File: src/rtl/slp_pkg.sv
package slp_pkg;
    typedef enum logic [1:0] {
        ST_RUN     = 2'd0,
        ST_OSC_OFF = 2'd1,
        ST_SLEEP   = 2'd2,
        ST_PUMP_UP = 2'd3
    } slp_state_e;

    localparam int unsigned DIV_W   = 16;
    localparam int unsigned DELTA_W = 4;
endpackage

File: src/rtl/slp_rx_sync.sv
module slp_rx_sync #(
    parameter int unsigned WIDTH  = 2,
    parameter int unsigned STAGES = 2,
    parameter logic        INIT   = 1'b0
) (
    input  logic             clk,
    input  logic             rst_n,
    input  logic [WIDTH-1:0] d_async,
    output logic [WIDTH-1:0] q_sync
);
    logic [STAGES-1:0][WIDTH-1:0] pipe_q;

    genvar s;
    generate
        for (s = 0; s < STAGES; s++) begin : g_stage
            always_ff @(posedge clk or negedge rst_n) begin
                if (!rst_n) begin
                    pipe_q[s] <= {WIDTH{INIT}};
                end else if (s == 0) begin
                    pipe_q[s] <= d_async;
                end else begin
                    pipe_q[s] <= pipe_q[(s == 0) ? 0 : s-1];
                end
            end
        end
    endgenerate

    assign q_sync = pipe_q[STAGES-1];
endmodule

File: src/rtl/slp_chan_idle.sv
module slp_chan_idle #(
    parameter logic RX_IDLE = 1'b0
) (
    input  logic                          irq_clear,
    input  logic [slp_pkg::DIV_W-1:0]     baud_div,
    input  logic                          sleep_ena,
    input  logic [slp_pkg::DELTA_W-1:0]   msr_delta,
    input  logic                          rx_sync,
    output logic                          idle
);
    logic div_ok;
    logic msr_quiet;
    logic rx_quiet;

    always_comb begin
        div_ok    = |baud_div;
        msr_quiet = ~|msr_delta;
        rx_quiet  = (rx_sync == RX_IDLE);
        idle      = irq_clear & div_ok & sleep_ena & msr_quiet & rx_quiet;
    end
endmodule

File: src/rtl/uart_sleep_ctrl.sv
module uart_sleep_ctrl #(
    parameter int unsigned NUM_CH   = 2,
    parameter int unsigned SYNC_LEN = 2,
    parameter logic        RX_IDLE  = 1'b0
) (
    input  logic                                    clk,
    input  logic                                    rst_n,
    input  logic [NUM_CH-1:0]                       irq_clear,
    input  logic [NUM_CH-1:0][slp_pkg::DIV_W-1:0]   baud_div,
    input  logic [NUM_CH-1:0]                       sleep_ena,
    input  logic [NUM_CH-1:0][slp_pkg::DELTA_W-1:0] msr_delta,
    input  logic [NUM_CH-1:0]                       rxd,
    input  logic                                    auto_pump,
    input  logic                                    xcvr_off,
    output logic                                    osc_en,
    output logic                                    pump_en
);
    import slp_pkg::*;

    logic [NUM_CH-1:0] rx_sync;
    logic [NUM_CH-1:0] chan_idle;
    logic              all_idle;
    logic              run_pump;
    slp_state_e        state_q, state_d;

    slp_rx_sync #(.WIDTH(NUM_CH), .STAGES(SYNC_LEN), .INIT(RX_IDLE)) u_sync (
        .clk     (clk),
        .rst_n   (rst_n),
        .d_async (rxd),
        .q_sync  (rx_sync)
    );

    genvar c;
    generate
        for (c = 0; c < NUM_CH; c++) begin : g_chan
            slp_chan_idle #(.RX_IDLE(RX_IDLE)) u_idle (
                .irq_clear (irq_clear[c]),
                .baud_div  (baud_div[c]),
                .sleep_ena (sleep_ena[c]),
                .msr_delta (msr_delta[c]),
                .rx_sync   (rx_sync[c]),
                .idle      (chan_idle[c])
            );
        end
    endgenerate

    assign all_idle = &chan_idle;

    // State register
    always_ff @(posedge clk or negedge rst_n) begin
        if (!rst_n) state_q <= ST_RUN;
        else        state_q <= state_d;
    end

    // Next state
    always_comb begin
        state_d = state_q;
        unique case (state_q)
            ST_RUN:     state_d = all_idle ? ST_OSC_OFF : ST_RUN;
            ST_OSC_OFF: state_d = all_idle ? ST_SLEEP   : ST_RUN;
            ST_SLEEP:   state_d = all_idle ? ST_SLEEP   : ST_PUMP_UP;
            ST_PUMP_UP: state_d = ST_RUN;
            default:    state_d = ST_RUN;
        endcase
    end

    // Outputs
    assign run_pump = ~(auto_pump & xcvr_off);

    always_comb begin
        osc_en  = 1'b1;
        pump_en = 1'b1;
        unique case (state_q)
            ST_RUN:     begin osc_en = 1'b1; pump_en = run_pump;   end
            ST_OSC_OFF: begin osc_en = 1'b0; pump_en = run_pump;   end
            ST_SLEEP:   begin osc_en = 1'b0; pump_en = ~auto_pump; end
            ST_PUMP_UP: begin osc_en = 1'b0; pump_en = 1'b1;       end
            default:    begin osc_en = 1'b1; pump_en = 1'b1;       end
        endcase
    end
endmodule

File: config.mk
export PLATFORM = sky130hd
export DESIGN_NAME = uart_sleep_ctrl
export DESIGN_NICKNAME = d
export VERILOG_FILES = /design/src/rtl/slp_pkg.sv /design/src/rtl/slp_rx_sync.sv /design/src/rtl/slp_chan_idle.sv /design/src/rtl/uart_sleep_ctrl.sv
export SDC_FILE = /design/constraint.sdc
export NUM_CORES = 1
export LEC_CHECK = 0
export ABC_AREA = 1
export BUFFER_PORTS_ARGS = -buffer_cell sky130_fd_sc_hd__buf_2
export CAP_MARGIN = 20
export CORE_AREA = 2 2 39 41
export CTS_BUF_LIST = sky130_fd_sc_hd__clkbuf_8
export DETAILED_ROUTE_END_ITERATION = 8
export DIE_AREA = 0 0 41 43
export PLACE_DENSITY = 0.77
export SETUP_SLACK_MARGIN = 0.1
export SYNTH_ARGS = -nofsm -noshare
export SYNTH_HDL_FRONTEND = slang
export SYNTH_SLANG_ARGS = --single-unit
export TNS_END_PERCENT = 5
File: constraint.sdc
create_clock -name clk -period 1.3 [get_ports clk]
set_clock_uncertainty 0.2 [all_clocks]
set_input_delay 0.13 -clock clk [delete_from_list [all_inputs] [get_ports clk]]
set_output_delay 0.13 -clock clk [all_outputs]
set_load 0.05 [all_outputs]
Word level (Yosys, flattened, before mapping). Index checks and enable logic that the tools add are counted.

Add/subtract/negate cells: 0. Multipliers: 0. Divide/modulo/power cells: 0. $lt $le $gt $ge: 0. Eq/ne operators: 3. Shift operators: 0. Multiplexer cells: 6. Bitwise gates (word level): 13. Reductions and logical operators: 10.

Operators with widths (count): OR reduction 16 bit (2); bitwise AND 1 bit (9); one-hot mux 2 bit (4 select lines) (1); OR reduction 4 bit (2); equality test 2 bit (second input constant) (2); NOT 1 bit (4); one-hot mux 1 bit (3 select lines) (1); OR reduction 3 bit (1); equality test 2 x 1 -> 1 bit (second input constant) (1); zero test 1 bit (2); zero test 2 bit (1); 2-to-1 mux 1 bit (2); 2-to-1 mux 2 bit (1); one-hot mux 1 bit (2 select lines) (1); AND reduction 2 bit (1); OR reduction 2 bit (1).

Register bits after elaboration: 6. Latch bits: 0. RAM bits: 0. ROM bits: 0. Input bits: 50. Word-level logic and storage cells: 35. Memories: 0.

Logic depth before layout (Yosys ltp). Gate-level depths: netlist (run 1).

Depth after elaboration: 8. Gate-level depth with buffers: 9.

Modules after synthesis. A second synthesis (run 1) with hierarchy kept.

Cells, all modules: 61. Area total of the unflattened synthesis: 395.4 sq um.

By module, submodules not included: slp_chan_idle (instances 2, cells an instance 19, area each 85.1 sq um, sequential area each 0.0 sq um); slp_rx_sync (instances 1, cells an instance 6, area each 115.1 sq um, sequential area each 100.1 sq um); uart_sleep_ctrl (instances 1, cells an instance 17, area each 110.1 sq um, sequential area each 50.0 sq um).

Worst setup path before layout (run 1). Ideal clock, no wire load.

Path type: register to register. Start point: reg with a tool-made name. End point: reg state_q[0]. Data arrival time: 1.327 ns. Required time: 1.037 ns. Setup slack: -0.290 ns. Stages on the path, launching flop included: 6. Clock period less this slack: 1.590 ns. Cell sequence: dfrtp_1 -> nor2_1 -> inv_1 -> nand4_1 -> nand2_1 -> inv_1.

RTL lines: end signal: assignment (line uart_sleep_ctrl.sv:52) `else state_q <= state_d;`; end: declaration (line uart_sleep_ctrl.sv:24) `slp_state_e state_q, state_d;`.

==> impl_metrics.tcl, run 1 <==
set metrics [dict create \
    leakage_uw 0.000474 \
    overflow 0 \
    synth.distinct_cells 10 \
    firstDrtPassIters 1 \
    synth_top_family_by_area "simple AND/OR/NAND/NOR gates" \
    startpoint_type "flop" \
    slowest_delay_ns 0.37 \
    netlist_area_um2 397 \
    cp_max_fo 3 \
    max-cap-violations 0 \
    hold_viol_final 0 \
    grt_pass1_wl_um 1750 \
    setup_viol 2 \
    synth.top_cell.area_share 0.379 \
    antenna_left 0 \
    numCtsBuffers 3 \
    synth.avg_cell_area_um2 5.83 \
    synth_nets 118 \
    drt-total-wl_um 1200 \
    finalInstanceArea_um2 810 \
    start_util 0.287 \
    hold_path_class "in2async" \
    cp-end-kind "output pin" \
    violations "setup timing" \
    fillers 130 \
    viasPerCell 4.11 \
    nNetsFinal 181 \
    fmax_mhz 665 \
    dp_cells 137 \
    cts_max_level 1 \
    io_buffers 51 \
    cts_tree "built" \
    antenna_found_initial 0 \
    cts.sinks 6 \
    die_height_um 43 \
    regArea_um2 150 \
    crit_chain "inv_2, or2_4, nand2_2, nand2_2, buf_8" \
    ys_warn_count 0 \
    synth-seq-area-share 0.379 \
    place_hpwl_um 999 \
    ir_drop_uv 656 \
    final_cell_mix "buf_2 (49), nor2_1 (24), nand2_1 (20), inv_1 (8), dfrtp_1 (6)" \
    drive_gt1_frac 0.504 \
    clk_pin_slew_worst_paths_ns 0.03 \
    synthXorXnorAreaFrac 0 \
    final_common_cell "buf_2" \
    cts-root-buf "clkbuf_8" \
    timing.hold.ws_ns 0.0692 \
    rows 14 \
    cp_slowest_cell "dfrtp_1" \
    grt_pass1_vias 569 \
    vias 596 \
    slew_headroom 0.913 \
    ios 52 \
    period_share 1.16 \
    worstPathArrival_ns 1.17 \
    grt_max_degree 7 \
    yosys.area_share.adder 0 \
    critPathKind "reg2out" \
    crit_top_cell "nand2_2" \
    dieArea_um2 1760 \
    wl_per_cell_um 8.30 \
    finalSetupTns_ns -0.368 \
    muxShareOfSynthArea 0 \
    globalplace.congestion 0.672 \
    diodes 0 \
    crit_required_ns 0.97 \
    netlist_top_cells_area "dfrtp_1 (38%), nor2_1 (24%), nand2_1 (21%)" \
    stdcell_count 145 \
    area_growth_pct 104 \
    drv_slew 0 \
    multiInputGateArea_um2 233 \
    period_needed_ns 1.50 \
    status "finished with violations" \
    die_width_um 41 \
    setup_slack_ns -0.204 \
    synth-compound-area-share 0.0126 \
    design.core.area_um2 1380 \
    insertion_delay_ns 0.21 \
    worstMarginPinSlew_ns 0.131 \
    remaining_drc_errors 0 \
    track_usage 0.145 \
    rsz0062_at_grt "true" \
    synth_cells 68 \
    ys_ff_latch 6 \
    placed_cell_area_um2 694 \
    drt_iter0_drc 0 \
    clockBufferDepth 2 \
    synth_top_cell_by_area "dfrtp_1" \
    synth-simple-area-share 0.524 \
    p_per_area_nw_per_um2 717 \
    design_power_total_uw 581 \
]
-- logic make-up after synthesis --
kind of cell / after synthesis
and+or+nand+nor: 52
buffers and inverters: 9
DFF: 6
AOI/OAI and AO/OA: 1
-- per-layer routing --
metal	up-vias	track usage	part of all wire
met3	2	0.0157	0.079
met2	24	0.281	0.58
met4	0	0.107	0.0066
met5	-	0	0
li1	324	-	-
met1	246	0.113	0.33
-- through the flow --
step	setup slack (ns)	util
floorplan	-0.0204	-
global placement	0.0707	0.502
detailed placement	0.0242	0.502
CTS	-0.173	0.562
global route	-0.235	0.585
finish	-0.204	0.585
-- synth_stat cells --
cell and instances:
nand3_1 1, dfrtp_1 6, nand4_1 1, inv_1 9, or2_1 1, nand2_1 22
nor2_1 25, nand3b_1 1, nor2_2 1, o21ai_1 1
-- worst max-delay path, delay by kind of cell, from the launching register on --
kind	cells	cell delay, ns
and+or+nand+nor	3	0.39
DFF	1	0.37
buffers and inverters	2	0.19
-- final timing paths --
check                                 start                    endpoint  slack, ns  cells after the start
setup / recovery                       flop                     pump_en      -0.20                      5
hold / removal                        rst_n  asynchronous set/reset pin       0.07                      2
setup reg to reg                       flop                  state_q[0]       0.06                      7
hold reg to reg            u_sync.pipe_q[1]            u_sync.q_sync[1]       0.14                      0
max in group asynchronous             rst_n            u_sync.pipe_q[1]       0.69                      2
min in group clk               msr_delta[6]                        flop       0.11                      6
-- cell type report --
type | instances | area share
repair buffers | 58 | 0.410
multi-input cells | 53 | 0.287
flip-flops and latches | 6 | 0.185
clock buffers | 3 | 0.0510
inverters | 9 | 0.0417
well taps | 16 | 0.0247
-- where the power goes --
group / switching [uW] / internal, uW / total, uW
clock: 67.4 / 198 / 265
combinational: 45.5 / 74.2 / 120
sequential: 1.64 / 194 / 196
-- timing repair --
item / CTS / global route
gates cloned: 0 / 0
hold buffers: 3 / 0
buffers inserted: 0 / 2
hold endpoints to repair: 8 / 0
setup endpoints to repair: 4 / 4
pin swaps: 5 / 6
gates resized for setup: 4 / 6
Power figures use the tool's default switching activity.
==> run 2, diff against run 1 <==
--- a/config.mk
+++ b/config.mk
@@ -7,14 +7,13 @@
 export LEC_CHECK = 0
 export ABC_AREA = 1
 export BUFFER_PORTS_ARGS = -buffer_cell sky130_fd_sc_hd__buf_2
-export CAP_MARGIN = 20
-export CORE_AREA = 2 2 39 41
-export CTS_BUF_LIST = sky130_fd_sc_hd__clkbuf_8
+export CAP_MARGIN = 10
+export CORE_UTILIZATION = 29
 export DETAILED_ROUTE_END_ITERATION = 8
-export DIE_AREA = 0 0 41 43
-export PLACE_DENSITY = 0.77
+export PLACE_DENSITY = 0.75
 export SETUP_SLACK_MARGIN = 0.1
 export SYNTH_ARGS = -nofsm -noshare
 export SYNTH_HDL_FRONTEND = slang
+export SYNTH_HIERARCHICAL = 1
 export SYNTH_SLANG_ARGS = --single-unit
 export TNS_END_PERCENT = 5
==> run 2 against run 1 <==
Against the previous run:
- the run still ends with setup timing left
- combinational power hardly changed
- flip-flop and latch count stayed put
- worst setup slack better by 0.11 ns
- largest power group is now registers
==> impl_metrics.tcl, run 2 <==
set metrics [dict create \
    setup_viol 2 \
    overflow 0 \
    clk_pin_slew_worst_paths_ns 0.05 \
    cts_tree "built" \
    synth_ff_type "dfrtp_1" \
    track_usage 0.150 \
    r2r_cells 6 \
    antenna_found_initial 0 \
    synth.avg_cell_area_um2 6.48 \
    reg2reg_slack_ns 0.12 \
    viasPerCell 4.28 \
    diodes 0 \
    drv_slew 0 \
    stdcell_count 133 \
    setup_slack_ns -0.0993 \
    globalplace.congestion 0.624 \
    ios 52 \
    die_width_um 38.9 \
    numCtsBuffers 3 \
    cp_max_fo 4 \
    grt_pass1_vias 449 \
    worstPathArrival_ns 1.07 \
    drt_iter0_drc 0 \
    critPathKind "reg2out" \
    synth_top_cells_by_count "nand2_1 (21), nor2_1 (21), dfrtp_1 (6)" \
    startpoint_type "flop" \
    status "finished with violations" \
    synth_top_cell_by_area "dfrtp_1" \
    wl_per_cell_um 8.47 \
    placed_cell_area_um2 661 \
    place_hpwl_um 845 \
    worstReg2RegEnd "state_q[0]" \
    max-cap-violations 0 \
    io_buffers 51 \
    rows 12 \
    reg2reg_from "u_sync/q_sync[1]" \
    dieArea_um2 1520 \
    die_height_um 38.9 \
    timing.hold.ws_ns 0.0316 \
    synth-seq-area-share 0.380 \
    netlist_area_um2 395 \
    worstMarginPinSlew_ns 0.140 \
    dp_cells 124 \
    cts-root-buf "clkbuf_4" \
    p_per_area_nw_per_um2 626 \
    vias 569 \
    synth_nets 111 \
    ys_async_sr_fraction 1.00 \
    start_util 0.333 \
    hold_viol_final 0 \
    drt-total-wl_um 1130 \
    firstDrtPassIters 1 \
    remaining_drc_errors 0 \
    antenna_left 0 \
    period_needed_ns 1.40 \
    area_growth_pct 96.2 \
    period_share 1.08 \
    slew_headroom 0.907 \
    cts_max_level 1 \
    rsz0062_at_grt "true" \
    synth.distinct_cells 9 \
    ys_ff_latch 6 \
    netlist_top_cells_area "dfrtp_1 (38%), nand2_1 (20%), nor2_1 (20%)" \
    violations "setup timing" \
    final_cell_mix "buf_2 (49), nor2_1 (21), nand2_1 (16), nand2_2 (5), dfrtp_1 (5)" \
    cp-end-kind "output pin" \
    leakage_uw 0.000423 \
    grt_pass1_wl_um 1440 \
    finalInstanceArea_um2 776 \
    ys_warn_count 6 \
    grt_max_degree 7 \
    design.core.area_um2 1190 \
    final_common_cell "buf_2" \
    synth_edf_count 0 \
    ir_drop_uv 413 \
    fmax_mhz 715 \
    synth_cells 61 \
    insertion_delay_ns 0.25 \
    hold_path_class "in2async" \
    synth.top_cell.area_share 0.380 \
    clockBufferDepth 2 \
    nNetsFinal 171 \
    crit_required_ns 0.97 \
    fin_util 0.654 \
    cts.sinks 6 \
    drive_gt1_frac 0.622 \
]
-- run 2: cell types whose count changed after synthesis, sizes merged, moves of 2 or more --
cell	delta
buf	+2
inv	-6
a21oi	+2
nor2	-4
nor3	+4
-- run 2: stage by stage --
step           setup slack, ns  TNS (ns)  power (uW)
2_1_floorplan           0.0919         0         231
3_3_place_gp            0.0986         0         302
3_5_place_dp            0.0701         0         305
4_1_cts                -0.0834   -0.0947         486
5_1_grt                 -0.141    -0.222         511
6_report               -0.0993    -0.159         486
-- run 2: worst max-delay path by stage --
stage | cells after the start | endpoint | from | slack, ns
floorplan | 8 | state_q[0] | u_sync/q_sync[0] | 0.09
global placement | 4 | pump_en | flop | 0.1
detailed placement | 4 | pump_en | flop | 0.07
CTS | 5 | pump_en | state_q[0] | -0.08
global route | 4 | pump_en | flop | -0.14
finish | 4 | pump_en | flop | -0.1
-- run 2: routing by layer --
layer | wire (um) | vias up | GRT usage
li1 | - | 301 | -
met1 | 358 | 235 | 0.0929
met2 | 638 | 31 | 0.321
met3 | 114 | 2 | 0.0520
met4 | 14 | 0 | 0.103
met5 | 0 | - | 0
-- run 2: cell families (layout without fill, tap and decap cells) --
family | Yosys count | in the layout | synth area share
flops | 6 | 6 | 0.380
compound gates | 2 | 2 | 0.0253
buf+inv | 5 | 63 | 0.0664
simple gates | 48 | 48 | 0.529
-- run 2: final cells by class --
type | count | area [um^2]
Multi-Input combinational cell | 50 | 249
Tap cell | 14 | 17.5
Fill cell | 113 | 410
Sequential cell | 6 | 151
Timing Repair Buffer | 57 | 324
Inverter | 3 | 11.3
Clock buffer | 3 | 22.5
-- run 2: worst max-delay path, stage by stage (launching register included) --
cell     delay, ns
dfrtp_2       0.45
nand2_2       0.11
nand2_2       0.06
nand2_2       0.07
buf_8         0.14
-- run 2: power by group --
part           internal (uW)  switching [uW]  leakage [uW]  total, uW
Combinational           73.6            44.2      0.000336        118
Clock                    104            67.8     0.0000138        172
Sequential               194            2.18     0.0000729        196
-- run 2: repair_timing --
item,in CTS,in global routing
hold endpoints to repair,8,0
resized for setup,7,9
hold buffers,3,0
pin swaps,0,4
endpoints found under the setup margin,4,4
setup buffers,2,1
==> run 3, diff against run 2 <==
--- a/config.mk
+++ b/config.mk
@@ -8,6 +8,7 @@
 export ABC_AREA = 1
 export BUFFER_PORTS_ARGS = -buffer_cell sky130_fd_sc_hd__buf_2
 export CAP_MARGIN = 10
+export CORE_MARGIN = 2
 export CORE_UTILIZATION = 29
 export DETAILED_ROUTE_END_ITERATION = 8
 export PLACE_DENSITY = 0.75
@@ -16,4 +17,4 @@
 export SYNTH_HDL_FRONTEND = slang
 export SYNTH_HIERARCHICAL = 1
 export SYNTH_SLANG_ARGS = --single-unit
-export TNS_END_PERCENT = 5
+export TNS_END_PERCENT = 20
==> run 3 against run 2 <==
Against the previous run:
- the flow still finishes with violations (setup timing)
- combinational power about the same
- critical path type unchanged
- flip-flop and latch count unchanged
- global-route usage decreased by 0.64 points
- fmax increased by 2.4%
==> impl_metrics.tcl, run 3 (same netlist as run 2, synthesis figures left out) <==
set metrics [dict create \
    status "finished with violations" \
    violations "setup timing" \
    power_frac_seq 0.408 \
    clk_pin_slew_worst_paths_ns 0.04 \
    cts.sinks 6 \
    cp_num_cells 5 \
    p_comb_frac 0.243 \
    worstMarginPinSlew_ns 0.148 \
    crit_buf_inv 2 \
    clkPwrFrac 0.349 \
    drv_slew 0 \
    clockBufferDepth 2 \
    drive_gt1_frac 0.585 \
    diodes 0 \
    setup_slack_ns -0.0663 \
    crit_top_cell "nand2_2" \
    cp_max_fo 4 \
    cp_top_family "flip-flops" \
    reg2reg_from "u_sync/q_sync[1]" \
    slowest_delay_ns 0.44 \
    r2r_cells 7 \
    intPower_uw 371 \
    dieArea_um2 1670 \
    cts-root-buf "clkbuf_4" \
    io_buffers 51 \
    ios 52 \
    ir_drop_uv 496 \
    dp_cells 125 \
    grt_pass1_vias 444 \
    start_util 0.308 \
    viasPerCell 4.12 \
    cts_max_level 1 \
    firstDrtPassIters 3 \
    cp_slowest_cell "dfrtp_2" \
    drt-total-wl_um 1040 \
    die_width_um 40.9 \
    period_needed_ns 1.37 \
    setup_viol 2 \
    place_hpwl_um 897 \
    overflow 0 \
    nNetsFinal 170 \
    timing.hold.ws_ns 0.0488 \
    final_common_cell "buf_2" \
    vias 548 \
    fmax_mhz 732 \
    insertion_delay_ns 0.24 \
    switchingPower_uw 109 \
    grt_max_degree 7 \
    reg2reg_slack_ns 0.14 \
    rows 13 \
    swShare 0.226 \
    design.core.area_um2 1280 \
    cp-end-kind "output pin" \
    slew_headroom 0.902 \
    hold_viol_final 0 \
    critPathKind "reg2out" \
    hold_path_class "in2async" \
    die_height_um 40.9 \
    area_growth_pct 91.1 \
    stdcell_count 133 \
    leakage_uw 0.000417 \
    drt_iter0_drc 2 \
    crit_required_ns 0.97 \
    fin_util 0.588 \
    crit_chain "inv_2, nand2_1, nand2_2, nand2_2, buf_8" \
    final_cell_mix "buf_2 (49), nor2_1 (21), nand2_1 (18), dfrtp_1 (5), nor3_2 (4)" \
    rsz0062_at_grt "true" \
    period_share 1.05 \
    track_usage 0.143 \
    antenna_left 0 \
    cp-endpoint "pump_en" \
    antenna_found_initial 0 \
    globalplace.congestion 0.634 \
    numCtsBuffers 3 \
    cts_tree "built" \
    startpoint_type "flop" \
    max-cap-violations 0 \
    remaining_drc_errors 0 \
    grt_pass1_wl_um 1480 \
    p_per_area_nw_per_um2 635 \
    wl_per_cell_um 7.85 \
    worstPathArrival_ns 1.04 \
]
-- run 3: worst min path at each step --
stage                     startpoint                          to  slack (ns)  depth (start not counted)
final                          rst_n  asynchronous set/reset pin        0.05                          2
after global placement         rst_n  asynchronous set/reset pin       -0.25                          1
after floorplan                rst_n  asynchronous set/reset pin       -0.37                          0
after detailed placement       rst_n  asynchronous set/reset pin       -0.24                          1
after global routing           rst_n                  state_q[0]        0.06                          2
after CTS                      rst_n                  state_q[0]        0.02                          2
-- run 3: per-layer routing --
metal	vias up	track usage	wire, um
met5	-	0	0
met4	0	0.125	0
met3	0	0.0326	113
met2	26	0.262	567
met1	220	0.128	364
li1	302	-	-
-- run 3: power by group through the flow --
stage                     Combinational, uW  Sequential (uW)  Clock (uW)
after floorplan                        33.1              198           0
after global placement                  104              198           0
after detailed placement                106              199           0
after CTS                               118              196         180
after global routing                    132              196         185
final                                   117              196         167
-- run 3: per-stage QoR --
step	worst slack [ns]	total power (uW)	cell area [um^2]	TNS [ns]
final	-0.0663	480	756	-0.0716
after global routing	-0.125	514	756	-0.167
after detailed placement	0.0789	305	662	0
after CTS	-0.0924	494	746	-0.114
after floorplan	0.0919	231	403	0
after global placement	0.0939	303	662	0
-- run 3: repair_timing --
action,CTS,global route
pin swaps,1,3
resized for setup,9,3
setup endpoints to repair,2,4
setup buffers,1,1
hold buffers,3,0
hold endpoints to repair,8,0
-- run 3: area by class of cell --
cell class,instances,area (um^2)
clock buffer,3,22.5
fill,134,529
inverter,3,11.3
multi-input combinational,50,235
sequential,6,151
tap,15,18.8
timing repair buffer,56,317
-- run 3: worst register-to-register path, cell delays in order, from the launching register on --
cell and delay [ns]:
dfrtp_1 0.36, nor3_2 0.10, nand2_1 0.06, a21oi_1 0.11, nand2_1 0.09, inv_2 0.06, nand2_1 0.05, nand2_1 0.06
